### src/rtl/ptg_pkg.sv
package ptg_pkg;

    typedef enum logic [1:0] {
        ST_LIVE  = 2'd0,
        ST_TRAIN = 2'd1,
        ST_TEST  = 2'd2
    } ptg_state_e;

    localparam int ADDR_CTRL  = 0;
    localparam int ADDR_TRAIN = 1;
    localparam int ADDR_SYM0  = 2;

    localparam int CB_BYPASS  = 0;
    localparam int CB_PRBS_EN = 1;
    localparam int CB_PRBS_SL = 2;
    localparam int CB_LANE0   = 4;

    localparam int TRAIN_W    = 2;

endpackage

### src/rtl/ptg_regs.sv
module ptg_regs
    import ptg_pkg::*;
#(
    parameter int LANES  = 4,
    parameter int SYM_W  = 10,
    parameter int NSYM   = 8,
    parameter int DATA_W = 32,
    parameter int ADDR_W = 3
) (
    input  logic                    clk,
    input  logic                    rst_n,
    input  logic                    wr_en,
    input  logic [ADDR_W-1:0]       wr_addr,
    input  logic [DATA_W-1:0]       wr_data,
    output logic                    test_o,
    output logic                    train_act_o,
    output logic [TRAIN_W-1:0]      train_idx_o,
    output logic                    prbs_en_o,
    output logic                    prbs_sel_o,
    output logic [LANES-1:0]        lane_sel_o,
    output logic [NSYM*SYM_W-1:0]   syms_o
);
    localparam int PER_REG = DATA_W / SYM_W;
    localparam int NREG    = (NSYM + PER_REG - 1) / PER_REG;

    ptg_state_e state_q, state_d;

    logic                   prbs_en_q;
    logic                   prbs_sel_q;
    logic [LANES-1:0]       lane_sel_q;
    logic [TRAIN_W-1:0]     train_idx_q;
    logic [SYM_W-1:0]       sym_q [NSYM];

    logic ctrl_wr;
    logic train_wr;
    logic cfg_open;

    assign ctrl_wr  = wr_en && (wr_addr == ADDR_W'(ADDR_CTRL));
    assign train_wr = wr_en && (wr_addr == ADDR_W'(ADDR_TRAIN));
    assign cfg_open = (state_q != ST_TEST);

    // next-state logic
    always_comb begin
        state_d = state_q;
        unique case (state_q)
            ST_LIVE: begin
                if (ctrl_wr && wr_data[CB_BYPASS])
                    state_d = ST_TEST;
                else if (train_wr)
                    state_d = ST_TRAIN;
            end
            ST_TRAIN: begin
                if (ctrl_wr)
                    state_d = wr_data[CB_BYPASS] ? ST_TEST : ST_LIVE;
            end
            ST_TEST: begin
                if (ctrl_wr && !wr_data[CB_BYPASS])
                    state_d = ST_LIVE;
            end
            default: state_d = ST_LIVE;
        endcase
    end

    // state register
    always_ff @(posedge clk) begin
        if (!rst_n)
            state_q <= ST_LIVE;
        else
            state_q <= state_d;
    end

    // configuration fields, writable only outside test mode
    always_ff @(posedge clk) begin
        if (!rst_n) begin
            prbs_en_q   <= 1'b0;
            prbs_sel_q  <= 1'b0;
            lane_sel_q  <= '0;
            train_idx_q <= '0;
        end else if (cfg_open) begin
            if (ctrl_wr) begin
                prbs_en_q  <= wr_data[CB_PRBS_EN];
                prbs_sel_q <= wr_data[CB_PRBS_SL];
                lane_sel_q <= wr_data[CB_LANE0 +: LANES];
            end else if (train_wr) begin
                train_idx_q <= wr_data[TRAIN_W-1:0];
                prbs_en_q   <= 1'b0;
            end
        end
    end

    // symbol bank: one register per symbol, grouped PER_REG to an address
    for (genvar r = 0; r < NREG; r++) begin : g_word
        for (genvar f = 0; f < PER_REG; f++) begin : g_field
            if (r * PER_REG + f < NSYM) begin : g_sym
                always_ff @(posedge clk) begin
                    if (!rst_n)
                        sym_q[r*PER_REG+f] <= '0;
                    else if (cfg_open && wr_en &&
                             wr_addr == ADDR_W'(ADDR_SYM0 + r))
                        sym_q[r*PER_REG+f] <= wr_data[f*SYM_W +: SYM_W];
                end
            end
        end
    end

    for (genvar j = 0; j < NSYM; j++) begin : g_flat
        assign syms_o[j*SYM_W +: SYM_W] = sym_q[j];
    end

    if (PER_REG * SYM_W < DATA_W) begin : g_spare
        logic unused_hi;
        assign unused_hi = ^wr_data[DATA_W-1:PER_REG*SYM_W];
    end

    // output process
    always_comb begin
        test_o      = 1'b0;
        train_act_o = 1'b0;
        unique case (state_q)
            ST_LIVE:  ;
            ST_TRAIN: train_act_o = 1'b1;
            ST_TEST:  test_o      = 1'b1;
            default:  ;
        endcase
    end

    assign train_idx_o = train_idx_q;
    assign prbs_en_o   = prbs_en_q;
    assign prbs_sel_o  = prbs_sel_q;
    assign lane_sel_o  = lane_sel_q;

    AST_TRAIN_PRBS_OFF: assert property (@(posedge clk) disable iff (!rst_n)
        (state_q == ST_TRAIN) |-> !prbs_en_q);

    AST_BANK_FROZEN: assert property (@(posedge clk) disable iff (!rst_n)
        (state_q == ST_TEST && $past(state_q) == ST_TEST) |-> $stable(syms_o));

    AST_CFG_FROZEN: assert property (@(posedge clk) disable iff (!rst_n)
        (state_q == ST_TEST && $past(state_q) == ST_TEST) |-> $stable(lane_sel_q));

    AST_TEST_ENTRY: assert property (@(posedge clk) disable iff (!rst_n)
        ($past(rst_n) && $past(state_q) != ST_TEST && state_q == ST_TEST)
        |-> $past(wr_en && wr_addr == ADDR_W'(ADDR_CTRL) && wr_data[CB_BYPASS]));

endmodule

### src/rtl/ptg_lfsr.sv
module ptg_lfsr #(
    parameter int LEN   = 7,
    parameter int SYM_W = 10
) (
    input  logic             clk,
    input  logic             rst_n,
    input  logic             run,
    output logic [SYM_W-1:0] word_o
);
    localparam logic [LEN-1:0] SEED = '1;

    logic [LEN-1:0] st_q;
    logic [LEN-1:0] st_n;

    // produce SYM_W serial bits per clock, first bit into bit 0
    always_comb begin
        logic [LEN-1:0] t;
        logic           nb;
        t      = st_q;
        word_o = '0;
        for (int i = 0; i < SYM_W; i++) begin
            nb        = t[LEN-1] ^ t[LEN-2];
            word_o[i] = nb;
            t         = {t[LEN-2:0], nb};
        end
        st_n = t;
    end

    always_ff @(posedge clk) begin
        if (!rst_n || !run)
            st_q <= SEED;
        else
            st_q <= st_n;
    end

    AST_SEED_ON_START: assert property (@(posedge clk) disable iff (!rst_n)
        ($past(rst_n) && $rose(run)) |-> (st_q == SEED));

    AST_NEVER_ZERO: assert property (@(posedge clk) disable iff (!rst_n)
        st_q != '0);

endmodule

### src/rtl/ptg_seq.sv
module ptg_seq #(
    parameter int LANES = 4,
    parameter int SYM_W = 10,
    parameter int NSYM  = 8
) (
    input  logic                   clk,
    input  logic                   rst_n,
    input  logic                   active,
    input  logic                   prbs_en,
    input  logic                   prbs_sel,
    input  logic [LANES-1:0]       lane_sel,
    input  logic [NSYM*SYM_W-1:0]  syms,
    input  logic [SYM_W-1:0]       w_short,
    input  logic [SYM_W-1:0]       w_long,
    output logic [LANES*SYM_W-1:0] pat_o
);
    localparam int IDX_W = (NSYM > 1) ? $clog2(NSYM) : 1;
    localparam logic [IDX_W-1:0] LAST = IDX_W'(NSYM - 1);

    logic [IDX_W-1:0] idx_q;
    logic [SYM_W-1:0] cur_sym;
    logic [SYM_W-1:0] rnd_word;

    always_ff @(posedge clk) begin
        if (!rst_n || !active)
            idx_q <= '0;
        else if (idx_q == LAST)
            idx_q <= '0;
        else
            idx_q <= idx_q + 1'b1;
    end

    assign cur_sym  = syms[idx_q*SYM_W +: SYM_W];
    assign rnd_word = !prbs_en ? '0 : (prbs_sel ? w_long : w_short);

    for (genvar k = 0; k < LANES; k++) begin : g_lane
        assign pat_o[k*SYM_W +: SYM_W] = lane_sel[k] ? cur_sym : rnd_word;
    end

    AST_IDX_START: assert property (@(posedge clk) disable iff (!rst_n)
        ($past(rst_n) && $rose(active)) |-> (idx_q == '0));

    AST_IDX_WRAP: assert property (@(posedge clk) disable iff (!rst_n)
        (active && $past(active) && $past(idx_q) == LAST) |-> (idx_q == '0));

endmodule

### src/rtl/ptg_top.sv
module ptg_top
    import ptg_pkg::*;
#(
    parameter int LANES  = 4,
    parameter int SYM_W  = 10,
    parameter int NSYM   = 8,
    parameter int DATA_W = 32,
    parameter int ADDR_W = 3,
    parameter int SHORT_LEN = 7,
    parameter int LONG_LEN  = 15
) (
    input  logic                    clk,
    input  logic                    rst_n,
    input  logic                    wr_en,
    input  logic [ADDR_W-1:0]       wr_addr,
    input  logic [DATA_W-1:0]       wr_data,
    input  logic [LANES*SYM_W-1:0]  link_sym_in,
    output logic [LANES*SYM_W-1:0]  lanes_out,
    output logic [TRAIN_W-1:0]      train_idx,
    output logic                    train_act
);
    localparam int LW = LANES * SYM_W;

    logic                  test;
    logic                  prbs_en;
    logic                  prbs_sel;
    logic [LANES-1:0]      lane_sel;
    logic [NSYM*SYM_W-1:0] syms;
    logic [SYM_W-1:0]      prbs_w [2];
    logic [LW-1:0]         pat;
    logic                  run;

    ptg_regs #(
        .LANES(LANES), .SYM_W(SYM_W), .NSYM(NSYM),
        .DATA_W(DATA_W), .ADDR_W(ADDR_W)
    ) u_regs (
        .clk(clk), .rst_n(rst_n),
        .wr_en(wr_en), .wr_addr(wr_addr), .wr_data(wr_data),
        .test_o(test), .train_act_o(train_act), .train_idx_o(train_idx),
        .prbs_en_o(prbs_en), .prbs_sel_o(prbs_sel),
        .lane_sel_o(lane_sel), .syms_o(syms)
    );

    assign run = test && prbs_en;

    for (genvar g = 0; g < 2; g++) begin : g_prbs
        localparam int LEN = (g == 0) ? SHORT_LEN : LONG_LEN;
        ptg_lfsr #(.LEN(LEN), .SYM_W(SYM_W)) u_lfsr (
            .clk(clk), .rst_n(rst_n), .run(run), .word_o(prbs_w[g])
        );
    end

    ptg_seq #(.LANES(LANES), .SYM_W(SYM_W), .NSYM(NSYM)) u_seq (
        .clk(clk), .rst_n(rst_n), .active(test),
        .prbs_en(prbs_en), .prbs_sel(prbs_sel), .lane_sel(lane_sel),
        .syms(syms), .w_short(prbs_w[0]), .w_long(prbs_w[1]),
        .pat_o(pat)
    );

    always_ff @(posedge clk) begin
        if (!rst_n)
            lanes_out <= '0;
        else if (test)
            lanes_out <= pat;
        else
            lanes_out <= link_sym_in;
    end

    AST_PASSTHRU: assert property (@(posedge clk) disable iff (!rst_n)
        ($past(rst_n) && !$past(test)) |-> (lanes_out == $past(link_sym_in)));

    AST_TRAIN_NOT_TEST: assert property (@(posedge clk) disable iff (!rst_n)
        !(train_act && test));

endmodule

### config.mk
export PLATFORM = sky130hd
export DESIGN_NAME = ptg_top
export DESIGN_NICKNAME = d
export VERILOG_FILES = /design/src/rtl/ptg_pkg.sv /design/src/rtl/ptg_regs.sv /design/src/rtl/ptg_lfsr.sv /design/src/rtl/ptg_seq.sv /design/src/rtl/ptg_top.sv
export SDC_FILE = /design/constraint.sdc
export NUM_CORES = 1
export LEC_CHECK = 0
export ABC_AREA = 0
export BUFFER_PORTS_ARGS = -buffer_cell sky130_fd_sc_hd__buf_2
export CORE_ASPECT_RATIO = 0.75
export CORE_MARGIN = 2
export CORE_UTILIZATION = 40
export DETAILED_ROUTE_END_ITERATION = 10
export PLACE_DENSITY_LB_ADDON = 0.25
export SYNTH_ARGS = -nofsm -noshare
export SYNTH_HDL_FRONTEND = slang
export SYNTH_SLANG_ARGS = --single-unit
### constraint.sdc
create_clock -name clk -period 3.9 [get_ports clk]
set_input_delay 0.39 -clock clk [delete_from_list [all_inputs] [get_ports clk]]
set_output_delay 0.39 -clock clk [all_outputs]
set_load 0.02 [all_outputs]
[After elaboration in Yosys (flattened, before gate mapping)]
Memories as Yosys holds them, arrays and structs flattened.
Cells that the tools add are included.
Word-level totals
  flip-flop bits (word level): 75
  RAM bits: 80
  input port bits: 78
  output and inout port bits: 43
  word-level logic and storage cells: 111
  memories kept: 1
Memories
  u_regs.sym_q: depth 8, bits a word 10, rd ports 8, clocked after memory_dff 0, wr ports 8, RTL line ptg_regs.sv:32  | logic [SYM_W-1:0] sym_q [NSYM];
Operators by class
  add/subtract/negate cells: 1
  multiply operators: 1
  equality and inequality tests: 11
  shift operators: 1
  multiplexer cells: 35
  bitwise logic cells: 29
  reduce and logical (&&, ||, !) cells: 23
Operators with widths (number)
  two-way mux 10 bit: 14
  indexed part select 80 x 8 -> 10 bit: 1
  two-way mux 40 bit: 1
  bitwise XOR 1 bit: 20
  two-way mux 1 bit: 14
  two-way mux 2 bit: 5
  logical AND 1 bit: 9
  bitwise OR 1 bit: 8
  == test 3 x 2 -> 1 bit, second input constant: 2
  == test 3 bit, second input constant: 2
  multiplier 3 x 3 -> 6 bit, second input constant: 1
  case mux 2 bit (3 select lines): 1
  AND reduction 3 bit: 2
  zero test 1 bit: 4
  != test 2 x 1 -> 1 bit, second input constant: 2
  AND reduction 2 bit: 2
  adder 3 x 1 -> 3 bit, second input constant: 1
  == test 3 x 1 -> 1 bit, second input constant: 1
  zero test 3 bit: 1
  != test 3 x 1 -> 1 bit, second input constant: 1
  == test 2 x 1 -> 1 bit, second input constant: 1
  == test 2 bit, second input constant: 1
  zero test 2 bit: 1
  logical OR 1 bit: 2
  other kinds (4): 4

[Depth between registers and ports, before layout]
  depth in word-level cells: 7
  gate-level depth with buffers: 6
  depth with buffers taken out: 4

[Cells and area by module]
A second synthesis with hierarchy kept.
Unflattened totals
  cell total of the unflattened synthesis: 640
  area, all modules: 7235.7 µm²
By module, submodules not included
  ptg_regs: times used 1, cells an instance 252, area each 3344.5 µm², sequential area each 2602.5 µm²
  ptg_top: times used 1, cells an instance 130, area each 1564.0 µm², sequential area each 800.8 µm²
  ptg_seq: times used 1, cells an instance 188, area each 1527.7 µm², sequential area each 60.1 µm²
  ptg_lfsr at g_prbs[1].u_lfsr: times used 1, cells an instance 42, area each 500.5 µm², sequential area each 300.3 µm²
  ptg_lfsr at g_prbs[0].u_lfsr: times used 1, cells an instance 28, area each 299.0 µm², sequential area each 140.1 µm²

[Least setup slack after synthesis]
Ideal clock, no wire load.
  path type: input to register
  from: in wr_addr[0]
  to: mem u_regs.sym_q[3][0] (netlist: u_regs.sym_q[0][30]) (enable)
  library setup time: 421 ps
  data arrival time: 2087 ps
  data required time: 3479 ps
  slack: 1392 ps
  stages on the path: 3
  path buffers: 1
  cell sequence: buf_2 clkinv_1 o21ai_1
RTL lines
  start: declaration: RTL line ptg_top.sv:15  | input logic [ADDR_W-1:0] wr_addr,
  end: declaration: RTL line ptg_regs.sv:32

==> flow_summary.toml <==
[power_and_ir_drop]
ir_drop_mv = 0.2630
p_sw_share_pct = 22.02
pwr-share-clk_pct = 44.9
comb_power_share_pct = 6.5
p_int_uw = 2890
pwr-share-seq_pct = 48.7
p_switching_uw = 815.9
powerDensity_nw_per_um2 = 465.2
leakagePower_uw = 0.003074
finalPower_uw = 3706

[logic_synthesis]
yosys.area.top_type = "edfxtp_1"
syn_area_um2 = 6593
synth_top_area_share_pct = 36.44
ys_async_sr_fraction_pct = 0
yosysMostFrequentCell = "and2_1"
yosysUniqueCellTypes = 38
avgSynthCellArea_um2 = 12.19
synth_nets = 621
synth_cells = 541
synth_edf_count = 80
synth-seq-cells = 155
yosysWarnings = 0
yosysSeqAreaShare_pct = 59.21
synth-main-ff-cell = "edfxtp_1"
synthTopCellsByCount = "82 x and2_1, 80 x edfxtp_1, 75 x dfxtp_1"
synthTopCellsByArea = "edfxtp_1 36%, dfxtp_1 23%, and2_1 7.8%"

[clock_tree]
cts_made_buffers = 17
clock_path_buffers = 2
cts_sinks = 155
h-tree-depth = 4
cts_resized = 0
clk_pin_slew_ps = 60
tritoncts = "done"
clock-root-buffer = "clkbuf_16"
holdBufCountCts = 0
worstSkewPairLatency_ps = 430
post_cts_buffers = 0

[timing]
fin_crit_sh_pct = 57.55
rsz0062_at_grt = "no"
fin_crit_ps = 2244
fin_skew_ps = 8.719
worstMarginPinSlew_ps = 1056
relSlewSlack_pct = 29.51
setup-tns-final_ps = 0
hold_viol_final = 0
report.final.slew_viol_count = 0
max_freq_ghz = 0.4455
worst_hold_slack_ps = 200.5
setup_viol = 0
fin_ws_ps = 1656

[setup_path]
ff2ff_path_depth = 4
path_max_fanout = 48
max_stage_delay_ps = 770
cp.required_ps = 3940
path_class = "reg -> reg"
cp-start-kind = "flip-flop"
crit_arrival_ps = 2290
cp-end-kind = "flip-flop"
crit_chain = "nand2b_1 -> buf_4 -> nand4_1 -> nand2_1"
cpMaxStageDelayCell = "nand2_1"

[detailed_routing]
wire_per_inst_um = 18.03
wl_um = 15690
vias = 4531
via_per_inst = 5.208
drtIter0Drc = 346
dr.pass1.iters = 5
drc = 0
ant_nets = 0

[global_route]
grt_max_degree = 49
grt.overflow.total = 0
grtUsageTotal_pct = 18.43
antenna_found_initial = 0
grt_pass1_wl_um = 24560
grt_pass1_vias = 4682

[die]
ioPinCount = 121
start_util_pct = 41.04
core_area_um2 = 16070
fp.dieH_um = 115.2
std_cell_rows = 40
dieWidth_um = 152.2
dieArea_um2 = 17540

[run]
cap_violations = 0

[cells_and_area]
nets = 727
area_growth_pct = 20.82
drive_gt1_share_pct = 29.39
diodes = 0

[place]
numPortBuffers = 118
gp_congestion = 0.8554
place_ws_ps = 1657
dp_hpwl_um = 10660

[worst_hold_path]
hp-class = "in -> reg"
min_path_cells = 3

[run_status]
status = "completed"
-- path summary, 6_finish.rpt --
path	end	startpoint	slack, ps
setup / recovery	u_regs.sym_q[1][28]	u_regs.state_q[0]	1660
hold / removal	lanes_out[1]	link_sym_in[1]	200
setup reg to reg	u_regs.sym_q[1][28]	u_regs.state_q[0]	1660
hold reg to reg	g_prbs[1].u_lfsr.st_q[12]	g_prbs[1].u_lfsr.st_q[2]	410
-- cell type report --
| cell class | instances | area [µm²] |
|---|---|---|
| multi-input cells | 345 | 2535 |
| clock buffers | 23 | 525.5 |
| repair buffers | 126 | 650.6 |
| flip-flops and latches | 155 | 3904 |
| fillers | 1404 | 8100 |
| well taps | 210 | 262.8 |
| clock inverters | 9 | 80.08 |
| inverters | 2 | 7.507 |
-- per-layer routing --
metal	wire, µm	vias to the layer above	global-route usage [%]
li1	-	2161	-
met1	7040	2218	23.92
met2	7530	127	30.24
met3	840	25	4.938
met4	275	0	6.480
met5	0	-	0
-- cells in the final DEF, fill, tap and decap left out, types with 2 or more instances in the layout --
cell type	instances
o211ai_1	45
buf_4	8
edfxtp_1	80
clkinv_4	2
o21ai_0	4
a311oi_1	4
nand3_1	37
and3_1	5
xor2_1	9
nand2_1	58
nand2b_1	12
o21ai_2	2
inv_4	2
mux2_2	9
ha_1	2
clkinv_2	4
mux4_2	20
buf_2	118
a21oi_1	2
or3_1	4
clkbuf_16	20
a211oi_1	4
dfxtp_1	75
xnor2_1	10
nor3_2	2
and2_1	82
nor3_1	3
nor2_1	10
nand4_1	2
mux2i_1	9
-- sequential cells by signal, summed over array words and instances, names as in the netlist --
| register | cells |
|---|---|
| u_regs.prbs_sel_o | 1 |
| u_seq.idx_q | 3 |
| u_regs.train_idx_o | 2 |
| g_prbs.u_lfsr.st_q | 22 |
| u_regs.state_q | 2 |
| u_regs.sym_q | 80 |
| u_regs.prbs_en_o | 1 |
| lanes_out | 40 |
| u_regs.lane_sel_o | 4 |
-- power groups by stage --
stage	registers [µW]	logic (µW)	clock network (µW)
6_report	1800	239	1660
3_5_place_dp	1840	241	0
2_1_floorplan	1860	103	0
4_1_cts	1810	242	1680
5_1_grt	1810	260	1750
3_3_place_gp	1840	238	0
-- logic make-up after synthesis --
| group | share of synthesized area [%] |
|---|---|
| flip-flops | 59.21 |
| AO/OA/AOI/OAI | 6.927 |
| adder cells (fa/ha/maj) | 0.3795 |
| XOR/XNOR | 2.866 |
| AND/OR/NAND/NOR | 17.94 |
| buffers and inverters | 2.600 |
| multiplexers | 10.08 |
-- worst max-delay path, delay by kind of cell, from the launching register on --
| kind | cells | cell delay (ps) |
|---|---|---|
| buffers and inverters | 1 | 420 |
| flip-flops | 1 | 360 |
| AND/OR/NAND/NOR | 3 | 1070 |
-- metrics by stage --
| stage | area, µm² | util [%] | instances |
|---|---|---|---|
| floorplan | 6593 | - | 541 |
| global placement | 7360 | 45.81 | 838 |
| detailed placement | 7360 | 45.81 | 838 |
| CTS | 7965 | 49.58 | 870 |
| global route | 7965 | 49.58 | 870 |
| finish | 7965 | 49.58 | 870 |
Note: power is estimated with default switching activity, not from simulation.
